## src/rtl/lldw_pkg.sv

```systemverilog
package lldw_pkg;
  typedef enum logic [1:0] {
    ST_IDLE  = 2'd0,
    ST_FETCH = 2'd1,
    ST_LOAD  = 2'd2,
    ST_RUN   = 2'd3
  } walk_state_t;

  localparam int DESC_WORDS = 4;
  localparam int W_SRC  = 0;
  localparam int W_DST  = 1;
  localparam int W_LEN  = 2;
  localparam int W_NEXT = 3;
endpackage

```

## src/rtl/lldw_addr_gen.sv

```systemverilog
module lldw_addr_gen
  import lldw_pkg::*;
#(
  parameter int AW   = 32,
  parameter int DW   = 32,
  parameter int IDXW = 2
) (
  input  logic            clk,
  input  logic            rst_n,
  input  logic            start_take,
  input  logic            beat_take,
  input  logic            follow,
  input  logic [AW-1:0]   head_ptr,
  input  logic [AW-1:0]   next_ptr,
  input  logic            wrap_en,
  input  logic [AW-1:0]   wrap_at,
  input  logic [AW-1:0]   restart_at,
  output logic [AW-1:0]   rd_addr,
  output logic [IDXW-1:0] word_idx,
  output logic            last_word,
  output logic            ring_closed
);
  localparam int WORD_BYTES = DW / 8;
  localparam logic [IDXW-1:0] LAST_IDX = IDXW'(DESC_WORDS - 1);

  // Byte address of one word inside a descriptor.
  function automatic logic [AW-1:0] word_addr(input logic [AW-1:0] base,
                                               input logic [IDXW-1:0] idx);
    return base + AW'(idx) * AW'(WORD_BYTES);
  endfunction

  // Where the walk goes after a descriptor finishes.
  function automatic logic [AW-1:0] follow_ptr(input logic [AW-1:0] nxt,
                                                input logic en,
                                                input logic [AW-1:0] at,
                                                input logic [AW-1:0] rst_to);
    return (en && (nxt == at)) ? rst_to : nxt;
  endfunction

  logic [AW-1:0] cur_ptr;
  logic [AW-1:0] head_q;

  always_ff @(posedge clk or negedge rst_n) begin
    if (!rst_n) begin
      cur_ptr  <= '0;
      head_q   <= '0;
      word_idx <= '0;
    end else if (start_take) begin
      cur_ptr  <= head_ptr;
      head_q   <= head_ptr;
      word_idx <= '0;
    end else if (follow) begin
      cur_ptr  <= follow_ptr(next_ptr, wrap_en, wrap_at, restart_at);
      word_idx <= '0;
    end else if (beat_take) begin
      word_idx <= last_word ? '0 : word_idx + 1'b1;
    end
  end

  assign rd_addr     = word_addr(cur_ptr, word_idx);
  assign last_word   = (word_idx == LAST_IDX);
  assign ring_closed = (next_ptr == head_q);
endmodule

```

## src/rtl/lldw_desc_buf.sv

```systemverilog
module lldw_desc_buf
  import lldw_pkg::*;
#(
  parameter int AW   = 32,
  parameter int DW   = 32,
  parameter int IDXW = 2
) (
  input  logic            clk,
  input  logic            rst_n,
  input  logic            beat_take,
  input  logic [IDXW-1:0] word_idx,
  input  logic [DW-1:0]   rd_data,
  output logic [AW-1:0]   src_addr,
  output logic [AW-1:0]   dst_addr,
  output logic [DW-1:0]   xfer_len,
  output logic [AW-1:0]   next_ptr
);
  logic [DW-1:0] words [DESC_WORDS];

  for (genvar g = 0; g < DESC_WORDS; g++) begin : g_word
    always_ff @(posedge clk or negedge rst_n) begin
      if (!rst_n)
        words[g] <= '0;
      else if (beat_take && (word_idx == IDXW'(g)))
        words[g] <= rd_data;
    end
  end

  assign src_addr = AW'(words[W_SRC]);
  assign dst_addr = AW'(words[W_DST]);
  assign xfer_len = words[W_LEN];
  assign next_ptr = AW'(words[W_NEXT]);
endmodule

```

## src/rtl/lldw_ctrl.sv

```systemverilog
module lldw_ctrl
  import lldw_pkg::*;
(
  input  logic clk,
  input  logic rst_n,
  input  logic start,
  input  logic rd_valid,
  input  logic xfer_done,
  input  logic halt,
  input  logic last_word,
  input  logic ring_closed,
  output logic start_take,
  output logic beat_take,
  output logic done_take,
  output logic follow,
  output logic rd_req,
  output logic load_stb,
  output logic list_done,
  output logic busy
);
  walk_state_t st;
  logic        pend;

  assign start_take = (st == ST_IDLE) && start;
  assign beat_take  = (st == ST_FETCH) && pend && rd_valid;
  assign done_take  = (st == ST_RUN) && xfer_done;
  assign follow     = done_take && !halt;
  assign rd_req     = (st == ST_FETCH) && !pend;
  assign load_stb   = (st == ST_LOAD);
  assign busy       = (st != ST_IDLE);

  always_ff @(posedge clk or negedge rst_n) begin
    if (!rst_n) begin
      st        <= ST_IDLE;
      pend      <= 1'b0;
      list_done <= 1'b0;
    end else begin
      list_done <= done_take && ring_closed;
      if (rd_req)
        pend <= 1'b1;
      else if (beat_take)
        pend <= 1'b0;
      unique case (st)
        ST_IDLE:  if (start_take) st <= ST_FETCH;
        ST_FETCH: if (beat_take && last_word) st <= ST_LOAD;
        ST_LOAD:  st <= ST_RUN;
        ST_RUN:   if (done_take) st <= halt ? ST_IDLE : ST_FETCH;
        default:  st <= ST_IDLE;
      endcase
    end
  end
endmodule

```

## src/rtl/lldesc_walker.sv

```systemverilog
module lldesc_walker
  import lldw_pkg::*;
#(
  parameter int AW = 32,
  parameter int DW = 32
) (
  input  logic          clk,
  input  logic          rst_n,
  input  logic          start,
  input  logic [AW-1:0] head_ptr,
  input  logic          halt,
  input  logic          wrap_en,
  input  logic [AW-1:0] wrap_at,
  input  logic [AW-1:0] restart_at,
  output logic          rd_req,
  output logic [AW-1:0] rd_addr,
  input  logic          rd_valid,
  input  logic [DW-1:0] rd_data,
  output logic          load_stb,
  output logic [AW-1:0] load_src,
  output logic [AW-1:0] load_dst,
  output logic [DW-1:0] load_len,
  input  logic          xfer_done,
  output logic          list_done,
  output logic          busy
);
  localparam int IDXW = $clog2(DESC_WORDS);

  // Internal events, named for the checker.
  logic            start_take;
  logic            beat_take;
  logic            done_take;
  logic            follow;
  logic            last_word;
  logic            ring_closed;
  logic [IDXW-1:0] word_idx;
  logic [AW-1:0]   next_ptr;

  lldw_ctrl u_ctrl (
    .clk        (clk),
    .rst_n      (rst_n),
    .start      (start),
    .rd_valid   (rd_valid),
    .xfer_done  (xfer_done),
    .halt       (halt),
    .last_word  (last_word),
    .ring_closed(ring_closed),
    .start_take (start_take),
    .beat_take  (beat_take),
    .done_take  (done_take),
    .follow     (follow),
    .rd_req     (rd_req),
    .load_stb   (load_stb),
    .list_done  (list_done),
    .busy       (busy)
  );

  lldw_addr_gen #(.AW(AW), .DW(DW), .IDXW(IDXW)) u_addr (
    .clk        (clk),
    .rst_n      (rst_n),
    .start_take (start_take),
    .beat_take  (beat_take),
    .follow     (follow),
    .head_ptr   (head_ptr),
    .next_ptr   (next_ptr),
    .wrap_en    (wrap_en),
    .wrap_at    (wrap_at),
    .restart_at (restart_at),
    .rd_addr    (rd_addr),
    .word_idx   (word_idx),
    .last_word  (last_word),
    .ring_closed(ring_closed)
  );

  lldw_desc_buf #(.AW(AW), .DW(DW), .IDXW(IDXW)) u_buf (
    .clk      (clk),
    .rst_n    (rst_n),
    .beat_take(beat_take),
    .word_idx (word_idx),
    .rd_data  (rd_data),
    .src_addr (load_src),
    .dst_addr (load_dst),
    .xfer_len (load_len),
    .next_ptr (next_ptr)
  );
endmodule

```

## config.mk

```make
export PLATFORM = sky130hd
export DESIGN_NAME = lldesc_walker
export DESIGN_NICKNAME = d
export VERILOG_FILES = /design/src/rtl/lldw_pkg.sv /design/src/rtl/lldw_addr_gen.sv /design/src/rtl/lldw_desc_buf.sv /design/src/rtl/lldw_ctrl.sv /design/src/rtl/lldesc_walker.sv
export SDC_FILE = /design/constraint.sdc
export NUM_CORES = 1
export LEC_CHECK = 0
export BUFFER_PORTS_ARGS = -buffer_cell sky130_fd_sc_hd__buf_2
export CAP_MARGIN = 20
export CORE_UTILIZATION = 35
export CTS_CLUSTER_DIAMETER = 80
export DETAILED_ROUTE_END_ITERATION = 8
export GPL_ROUTABILITY_DRIVEN = 0
export PLACE_DENSITY_LB_ADDON = 0.15
export RECOVER_POWER = 100
export SLEW_MARGIN = 20
export SYNTH_ARGS = -nofsm -noshare
export SYNTH_HDL_FRONTEND = slang
export SYNTH_SLANG_ARGS = --single-unit
```

## constraint.sdc

```tcl
create_clock -name clk -period 3.55 [get_ports clk]
set_clock_uncertainty 0.05 [all_clocks]
set_input_delay 0 -clock clk [delete_from_list [all_inputs] [get_ports clk]]
set_output_delay 0 -clock clk [all_outputs]
set_load 0.02 [all_outputs]
```

==> results of run 1 <==
## per-stage QoR
step / worst slack, ns / cell area, um2 / instances / total power, uW
after floorplan: 1.13 / 9050 / 738 / 6710
after global placement: 0.956 / 10800 / 1313 / 8220
after detailed placement: 0.959 / 10800 / 1313 / 8280
after CTS: 0.406 / 12500 / 1452 / 10500
after global routing: 0.133 / 12300 / 1454 / 10900
final: 0.357 / 12300 / 1454 / 10200
## cell type report
cell class                 count  area [um2]  area share
clock inverter                15         216      0.0176
multi-input combinational    493        3920       0.318
clock buffer                  17         425      0.0345
antenna                        2        5.00    0.000406
inverter                      12        45.0     0.00366
sequential                   198        4950       0.402
timing repair buffer         387        2340       0.190
tap                          330         413      0.0335
## kinds of logic after synthesis
kind of cell / count (synthesis)
flip-flops: 198
AND/OR/NAND/NOR: 189
buffers and inverters: 47
XOR/XNOR: 93
adder cells (fa/ha/maj): 12
AO/OA/AOI/OAI: 71
multiplexers: 128
## per-layer routing
metal  global-route usage  vias to the layer above  share of wire
met5                    0                        -              0
met4               0.0748                        0          0.021
met3               0.0369                       29          0.052
met2                0.375                      268           0.49
met1                0.301                     3553           0.44
li1                     -                     3349              -
## cell usage in the layout, fill, tap and decap left out, types with 2 or more instances in the layout
cell type,Yosys,final
dfrtp_1,198,198
buf_2,6,134
clkbuf_1,15,132
mux2_2,128,128
nand2_1,117,115
dlygate4sd3_1,0,107
xor2_1,60,60
xnor2_1,33,33
a22o_1,32,32
a221o_1,32,32
nor2_1,19,18
clkbuf_16,0,17
inv_1,12,12
nand4_1,12,12
nor4_1,12,12
ha_1,11,11
nand3_1,10,10
clkinv_8,0,7
clkbuf_2,0,7
nor3_1,6,6
buf_4,2,6
and3_1,5,5
inv_8,0,4
inv_12,0,3
diode_2,0,2
and4_1,2,2
nand2_2,0,2
o21ai_0,2,2
## power by group
group / internal, uW / switching (uW) / leakage (uW)
logic: 1760 / 2330 / 0.00306
registers: 3240 / 876 / 0.00250
clock network: 988 / 1040 / 0.000308
## how the worst max path moves through the flow
stage / startpoint / endpoint / cells after the start / slack [ns]
after floorplan: u_addr.word_idx[0] / rd_addr[22] / 8 / 1.13
after global placement: u_buf.next_ptr[19] / u_addr.cur_ptr[4] / 6 / 0.96
after detailed placement: u_buf.next_ptr[13] / u_addr.cur_ptr[29] / 6 / 0.96
after CTS: u_buf.next_ptr[18] / u_addr.cur_ptr[20] / 7 / 0.41
after global routing: u_addr.word_idx[0] / rd_addr[22] / 10 / 0.13
final: u_buf.next_ptr[18] / u_addr.cur_ptr[31] / 7 / 0.36
## worst reg2reg max path: stages (launching register included)
cell and delay [ns]:
dfrtp_1 0.43, xor2_1 0.16, nor4_1 0.54, nand4_1 0.27
o311a_1 0.46, buf_4 0.26, a221o_1 0.35, dlygate4sd3_1 0.56
## registers in the layout (all words and copies together) (netlist names)
signal and cells:
u_ctrl.list_done 1, u_addr.head_q 32, u_buf.xfer_len 32, u_addr.word_idx 2, u_buf.dst_addr 32, u_buf.src_addr 32, u_ctrl.st 2, u_buf.next_ptr 32
u_addr.cur_ptr 32, u_ctrl.pend 1
==> flow_summary_export.csv, run 1 <==
group,metric,value,unit
sta,max_freq,313,MHz
cts,numCtsBuffers,17,
placement,port_buffers,266,
yosys,synth-main-ff-cell,"dfrtp_1",
yosys,synth_compound_area_frac,0.0721,
setup_path,startpoint_type,"flip-flop",
cts,postCtsSetupRepairBufs,0,
sta,worst_hold_slack,0.0369,ns
grt,grt_first_pass_wirelength,44100,um
setup_path,max_stage_delay,0.56,ns
floorplan,die_height,163,um
yosys,syn_area,0.00905,mm2
floorplan,coreArea,0.0253,mm2
cts,clk_latency,0.44,ns
sta,setup_viol,0,
grt,grt-ovfl-total,0,
setup_path,r2r_slack,0.36,ns
final_layout,fillers,2375,
setup_path,crit_arrival,3.46,ns
grt,antenna_found_initial,2,
yosys,synthesis.nets,885,
drt,ant_nets,0,
yosys,netlist_top_cells_count,"dfrtp_1 (198), mux2_2 (128), nand2_1 (117)",
drt,dr_total_vias,7199,
cts,cts_sinks,198,
yosys,syn_inst,738,
cts,path_clk_slew,0.08,ns
sta,fin_crit,3.19,ns
setup_path,reg2reg_to,"u_addr.cur_ptr[31]",
cts,cts_resized,0,
sta,hold_viol,0,
floorplan,fp.dieArea,0.0265,mm2
yosys,synth-seq-area-share,0.548,
setup_path,worstSetupPathType,"reg2reg",
grt,grt_pass1_vias,7367,
yosys,synth_warnings,0,
min_path,whs_endpoint,"u_ctrl.st[1]",
min_path,hp-class,"in2reg",
yosys,synthDistinctLibCells,33,
sta,worst_slew_pin_slew,2.01,ns
final_layout,area_growth,36.1,%
yosys,synth.area.top_cells,"dfrtp_1 (55%), mux2_2 (16%), xor2_1 (5.8%)",
grt,grt_max_degree,77,
setup_path,worstRegToRegCells,7,
setup_path,r2r-start,"u_buf.next_ptr[18]",
pwr,p_leak,0.00586,uW
cts,root_buffer,"clkbuf_16",
outcome,status,"finished, violations left",
cts,htreeDepth,4,
pwr,powerDensity,832,mW/mm2
min_path,min_path_cells,5,
yosys,synth_top_area_cell,"dfrtp_1",
floorplan,die_x,163,um
placement,dp_hpwl,21200,um
setup_path,required,3.82,ns
yosys,synth_top_area_frac,0.548,
drt,via_per_inst,4.95,
min_path,holdCritStartpoint,"start",
yosys,postSynthAreaPerCell,12.3,um2
cts,clockBufferDepth,2,
final_layout,utilization,0.488,
drt,drt-total-wl,29300,um
sta,drv_slew,76,
yosys,ys_seq_elements,198,
drt,wl_per_cell,20.2,um
setup_path,endpoint_kind,"flip-flop",
yosys,synth-edff-count,0,
drt,drc,0,
setup_path,crit_family,"buffers and inverters",
floorplan,initial_core_util,0.358,
cts,ctsHoldBuffers,107,
grt,grt_usage,0.226,
pwr,ir_drop,338,uV
yosys,synth_xor_area_frac,0.0900,
sta,finalCritPeriodShare,0.899,
sta,tns,0,ns
setup_path,path_max_fanout,29,
sta,rsz0062_at_grt,"no",
yosys,async_flop_share,1.00,
yosys,yosysMostFrequentCell,"dfrtp_1",
cts,cts_tree,"built",
floorplan,io_pins,267,
setup_path,worstPathCellList,"xor2_1 > nor4_1 > nand4_1 > o311a_1 > buf_4 > a221o_1 > dlygate4sd3_1",
outcome,violations,"max-capacitance violations, max-slew violations",
final_layout,fin_nets,1256,
flow_run,cap_violations,1,
final_layout,drive_gt1_frac,0.278,
drt,drt_iter0_drc,533,
yosys,synth_top_family_by_area,"multiplexers",
yosys,synth_fa_ha_area_frac,0.0174,
yosys,muxShareOfSynthArea,0.159,
setup_path,slowest_stage,"dlygate4sd3_1",
yosys,synth_simple_gate_area_frac,0.0924,
sta,maxSlewHeadroom,-0.342,
setup_path,path_buf_inv,2,
drt,first_pass_iters,5,
floorplan,rows,58,
No activity file was read; power rests on OpenSTA's default activity.
==> run 2, diff against run 1 <==
--- a/config.mk
+++ b/config.mk
@@ -11,7 +11,7 @@
 export CTS_CLUSTER_DIAMETER = 80
 export DETAILED_ROUTE_END_ITERATION = 8
 export GPL_ROUTABILITY_DRIVEN = 0
-export PLACE_DENSITY_LB_ADDON = 0.15
+export PLACE_DENSITY_LB_ADDON = 0.08
 export RECOVER_POWER = 100
 export SLEW_MARGIN = 20
 export SYNTH_ARGS = -nofsm -noshare
==> flow_summary_export.csv, run 2 (synthesis gave the netlist of run 1 again) <==
group,metric,value,unit
min_path,holdCritStartpoint,"start",
cts,ctsHoldBuffers,106,
setup_path,startpoint_type,"flip-flop",
min_path,whs_endpoint,"u_ctrl.st[1]",
outcome,violations,"max-capacitance violations, max-slew violations",
setup_path,reg2reg_to,"u_addr.cur_ptr[18]",
final_layout,layout_common_cells,"dfrtp_1 (198), buf_2 (135), clkbuf_1 (131)",
sta,tns,0,ns
cts,clockBufferDepth,2,
cts,clk_latency,0.43,ns
final_layout,fin_nets,1253,
grt,met1_usage,0.320,
drt,via_per_inst,4.94,
setup_path,endpoint_kind,"primary output",
drt,dr_total_vias,7173,
sta,setup_viol,0,
floorplan,initial_core_util,0.358,
cts,path_clk_slew,0.08,ns
grt,grt_usage,0.227,
setup_path,r2r-start,"u_buf.next_ptr[18]",
pwr,powerDensity,830,mW/mm2
drt,first_pass_iters,5,
pwr,ir_drop,303,uV
grt,grt_util_met2,0.360,
sta,maxSlewHeadroom,-0.582,
placement,placed_area,0.0108,mm2
setup_path,worstRegToRegCells,7,
floorplan,io_pins,267,
setup_path,r2r_slack,0.21,ns
grt,grt-busiest-layer,"met2",
final_layout,final_area,0.0122,mm2
cts,htreeDepth,4,
setup_path,worstSetupPathType,"reg2out",
final_layout,area_growth,35.2,%
min_path,min_path_cells,5,
floorplan,coreArea,0.0253,mm2
sta,worst_slew_pin_slew,2.37,ns
drt,drt_iter0_drc,430,
setup_path,required,3.50,ns
pwr,combinationalPowerShare,0.405,
sta,hold_viol,0,
floorplan,fp.dieArea,0.0265,mm2
drt,wl_per_cell,20.4,um
drt,drt-total-wl,29600,um
pwr,pwr-share-clk,0.192,
floorplan,die_x,163,um
cts,numCtsBuffers,17,
grt,grt_first_pass_wirelength,44500,um
pwr,switchingPower,4180,uW
pwr,pwr-share-seq,0.404,
cts,root_buffer,"clkbuf_16",
floorplan,rows,58,
final_layout,drive_gt1_frac,0.276,
cts,postCtsSetupRepairBufs,0,
drt,drc,0,
grt,antenna_found_initial,2,
placement,port_buffers,266,
min_path,hp-class,"in2reg",
setup_path,path_max_fanout,6,
grt,grt_max_degree,94,
sta,fin_crit,3.35,ns
pwr,p_leak,0.00583,uW
sta,drv_slew,193,
final_layout,layout_commonest_cell,"dfrtp_1",
cts,cts_resized,0,
pwr,switching_share,0.412,
grt,grt_pass1_vias,7208,
pwr,cellInternalPower,5960,uW
cts,cts_sinks,198,
sta,finalCritPeriodShare,0.943,
sta,max_freq,299,MHz
cts,cts_tree,"built",
outcome,status,"finished, violations left",
sta,rsz0062_at_grt,"no",
placement,dp_hpwl,21300,um
drt,ant_nets,0,
grt,grt_util_met3,0.0453,
setup_path,crit_arrival,3.30,ns
floorplan,die_height,163,um
grt,grt-ovfl-total,0,
flow_run,cap_violations,4,
-- run 2: cell count changes in the layout (fill, tap and decap cells not counted), sizes merged --
cell / previous run / this run
clkinv: 8 / 9
inv: 19 / 17
dlygate4sd3: 107 / 106
buf: 141 / 140
-- run 2: worst max path at each step --
stage                            start            endpoint  slack, ns
finish              u_addr.word_idx[0]         rd_addr[26]       0.20
global placement    u_buf.next_ptr[18]  u_addr.cur_ptr[15]       0.77
CTS                 u_buf.next_ptr[18]  u_addr.cur_ptr[20]       0.22
global route        u_addr.word_idx[0]         rd_addr[20]       0.07
detailed placement  u_buf.next_ptr[18]  u_addr.cur_ptr[30]       0.76
floorplan           u_addr.word_idx[0]         rd_addr[22]       1.13
-- run 2: power by group through the flow --
stage / registers [uW] / clock network [uW] / logic, uW
after floorplan: 4530 / 0 / 2180
after global placement: 4090 / 0 / 4150
after detailed placement: 4110 / 0 / 4180
after CTS: 4070 / 2000 / 4340
after global routing: 4230 / 2080 / 4450
final: 4100 / 1940 / 4100
-- run 2: routing by layer --
layer | up-vias | part of all wire | wire length (um)
met2 | 211 | 0.47 | 14000
li1 | 3338 | - | -
met5 | - | 0 | 0
met3 | 15 | 0.051 | 1520
met4 | 0 | 0.0096 | 285
met1 | 3609 | 0.47 | 13800
-- run 2: through the flow --
step | instances | total power, uW | util | hold slack [ns] | setup WS [ns]
floorplan | 738 | 6710 | - | -0.346 | 1.13
finish | 1451 | 10100 | 0.484 | 0.0475 | 0.201
global placement | 1311 | 8240 | 0.427 | 0.0870 | 0.767
global route | 1450 | 10800 | 0.484 | 0.0951 | 0.0670
detailed placement | 1311 | 8280 | 0.427 | 0.0781 | 0.764
CTS | 1449 | 10400 | 0.492 | 0.0516 | 0.215
-- run 2: area by class of cell --
class                   count  area, um2
clock buffers              18        439
inverters                  12       45.0
multi-input cells         493       3910
diodes                      2       5.00
clock inverters            14        158
flip-flops and latches    198       4950
fillers                  2413      13000
well taps                 330        413
repair buffers            384       2300
-- run 2: worst max-delay path, stage by stage (launching register included) --
cell and delay [ns]:
dfrtp_1 0.43, ha_1 0.21, inv_1 0.06, fa_1 0.40
nand3b_1 0.30, nor3_1 0.23, clkbuf_1 0.33, nand3_1 0.25
nor2_1 0.18, xor2_1 0.18, clkbuf_1 0.28
==> run 3, diff against run 2 <==
==> constraint.sdc (replaced) <==
create_clock -name clk -period 3.4 [get_ports clk]
set_clock_uncertainty 0.05 [all_clocks]
set_input_delay 0 -clock clk [delete_from_list [all_inputs] [get_ports clk]]
set_output_delay 0 -clock clk [all_outputs]
set_load 0.02 [all_outputs]
==> flow_summary_export.csv, run 3 (synthesis gave the netlist of run 1 again) <==
group,metric,value,unit
min_path,whs_endpoint,"u_ctrl.st[1]",
final_layout,fin_nets,1254,
pwr,ir_drop,352,uV
floorplan,die_height,163,um
cts,path_clk_slew,0.08,ns
cts,htreeDepth,4,
grt,grt_usage,0.229,
sta,maxSlewHeadroom,-0.756,
final_layout,drive_gt1_frac,0.280,
placement,port_buffers,266,
final_layout,area_growth,35.7,%
final_layout,diodes,0,
cts,numCtsBuffers,17,
setup_path,endpoint_kind,"flip-flop",
sta,drv_slew,98,
sta,worst_slew_pin_slew,2.63,ns
cts,ctsHoldBuffers,106,
setup_path,required,3.66,ns
drt,via_per_inst,4.93,
grt,grt_max_degree,99,
setup_path,path_buf_inv,2,
setup_path,crit_family,"compound AO/OA/AOI/OAI gates",
pwr,powerDensity,869,mW/mm2
setup_path,crit_arrival,3.53,ns
floorplan,initial_core_util,0.358,
drt,drc,0,
outcome,status,"finished, violations left",
setup_path,path_max_fanout,22,
outcome,violations,"max-capacitance violations, max-slew violations",
cts,root_buffer,"clkbuf_16",
min_path,hp-class,"in2reg",
grt,antenna_found_initial,0,
setup_path,worstRegToRegCells,7,
sta,fin_crit,3.27,ns
final_layout,seq_area,0.00495,mm2
cts,cts_resized,0,
min_path,min_path_cells,5,
setup_path,slowest_stage,"o311a_1",
drt,wl_per_cell,20.5,um
cts,cts_tree,"built",
sta,fin_ws,0.130,ns
placement,dp_slack,0.612,ns
cts,clockBufferDepth,2,
drt,drt-total-wl,29700,um
floorplan,coreArea,0.0253,mm2
sta,rsz0062_at_grt,"no",
cts,postCtsSetupRepairBufs,0,
sta,hold_viol,0,
setup_path,r2r_slack,0.13,ns
final_layout,layout_commonest_cell,"dfrtp_1",
placement,dp_hpwl,21300,um
setup_path,r2r-start,"u_buf.next_ptr[18]",
final_layout,fillers,2458,
grt,grt_first_pass_wirelength,44700,um
sta,tns,0,ns
floorplan,io_pins,267,
drt,drt_iter0_drc,467,
grt,grt_pass1_vias,7223,
min_path,holdCritStartpoint,"start",
setup_path,worstSetupPathType,"reg2reg",
drt,dr_total_vias,7153,
pwr,p_leak,0.00585,uW
sta,finalCritPeriodShare,0.962,
floorplan,die_x,163,um
setup_path,reg2reg_to,"u_addr.cur_ptr[31]",
drt,first_pass_iters,4,
setup_path,max_stage_delay,0.59,ns
grt,grt-ovfl-total,0,
sta,setup_viol,0,
floorplan,rows,58,
flow_run,cap_violations,1,
drt,ant_nets,0,
final_layout,layout_common_cells,"dfrtp_1 (198), buf_2 (135), clkbuf_1 (129)",
final_layout,multi_input_area,0.00392,mm2
pwr,total_power,10700,uW
setup_path,worstPathCellList,"xor2_1 > nor4_1 > nand4_1 > o311a_1 > buf_4 > a221o_1 > dlygate4sd3_1",
sta,max_freq,306,MHz
setup_path,startpoint_type,"flip-flop",
cts,clk_latency,0.43,ns
cts,cts_sinks,198,
floorplan,fp.dieArea,0.0265,mm2
[run 3: cell types whose count changed in the layout (fill, tap and decap cells not counted), sizes merged]
cell	delta
bufinv	+1
diode	-2
inv	+1
clkbuf	+1
clkinv	-2
[run 3: area by class of cell]
type,instances,area share
flip-flops and latches,198,0.404
clock inverters,14,0.0146
inverters,12,0.00367
multi-input cells,493,0.320
well taps,330,0.0336
repair buffers,385,0.189
clock buffers,18,0.0358
[run 3: how the worst max path moves through the flow]
| stage | slack [ns] | end | depth (start not counted) | from |
|---|---|---|---|---|
| final | 0.13 | u_addr.cur_ptr[31] | 7 | u_buf.next_ptr[18] |
| after global routing | 0.008 | u_addr.cur_ptr[11] | 7 | u_buf.next_ptr[17] |
| after CTS | 0.10 | rd_addr[22] | 9 | u_addr.word_idx[0] |
| after detailed placement | 0.61 | rd_addr[22] | 9 | u_addr.word_idx[0] |
| after global placement | 0.61 | rd_addr[22] | 9 | u_addr.word_idx[0] |
| after floorplan | 0.98 | rd_addr[22] | 8 | u_addr.word_idx[0] |
[run 3: through the flow]
stage / util / instances / area (um2) / hold WS [ns]
finish: 0.486 / 1450 / 12300 / 0.0833
global route: 0.486 / 1450 / 12300 / 0.137
CTS: 0.494 / 1450 / 12500 / 0.0567
detailed placement: 0.427 / 1312 / 10800 / 0.112
global placement: 0.427 / 1312 / 10800 / 0.109
floorplan: - / 738 / 9050 / -0.346
[run 3: worst reg2reg max path, delay by kind of cell (launching register included)]
| family | cells | cell delay, ns |
|---|---|---|
| AND/OR/NAND/NOR | 2 | 0.73 |
| XOR/XNOR | 1 | 0.16 |
| flip-flops | 1 | 0.43 |
| AO/OA/AOI/OAI | 2 | 0.91 |
| buffers and inverters | 2 | 0.87 |
[run 3: layer usage]
layer  track usage  up-vias  part of all wire
li1              -     3339                 -
met1         0.318     3562              0.46
met5             0        -                 0
met3        0.0400       18             0.057
met4        0.0518        0             0.010
met2         0.370      234              0.48
[run 3: report_power, final]
part | total, uW | switching [uW] | leakage, uW | internal, uW
sequential | 4310 | 928 | 0.00250 | 3390
combinational | 4260 | 2430 | 0.00305 | 1830
clock | 2100 | 1020 | 0.000301 | 1080
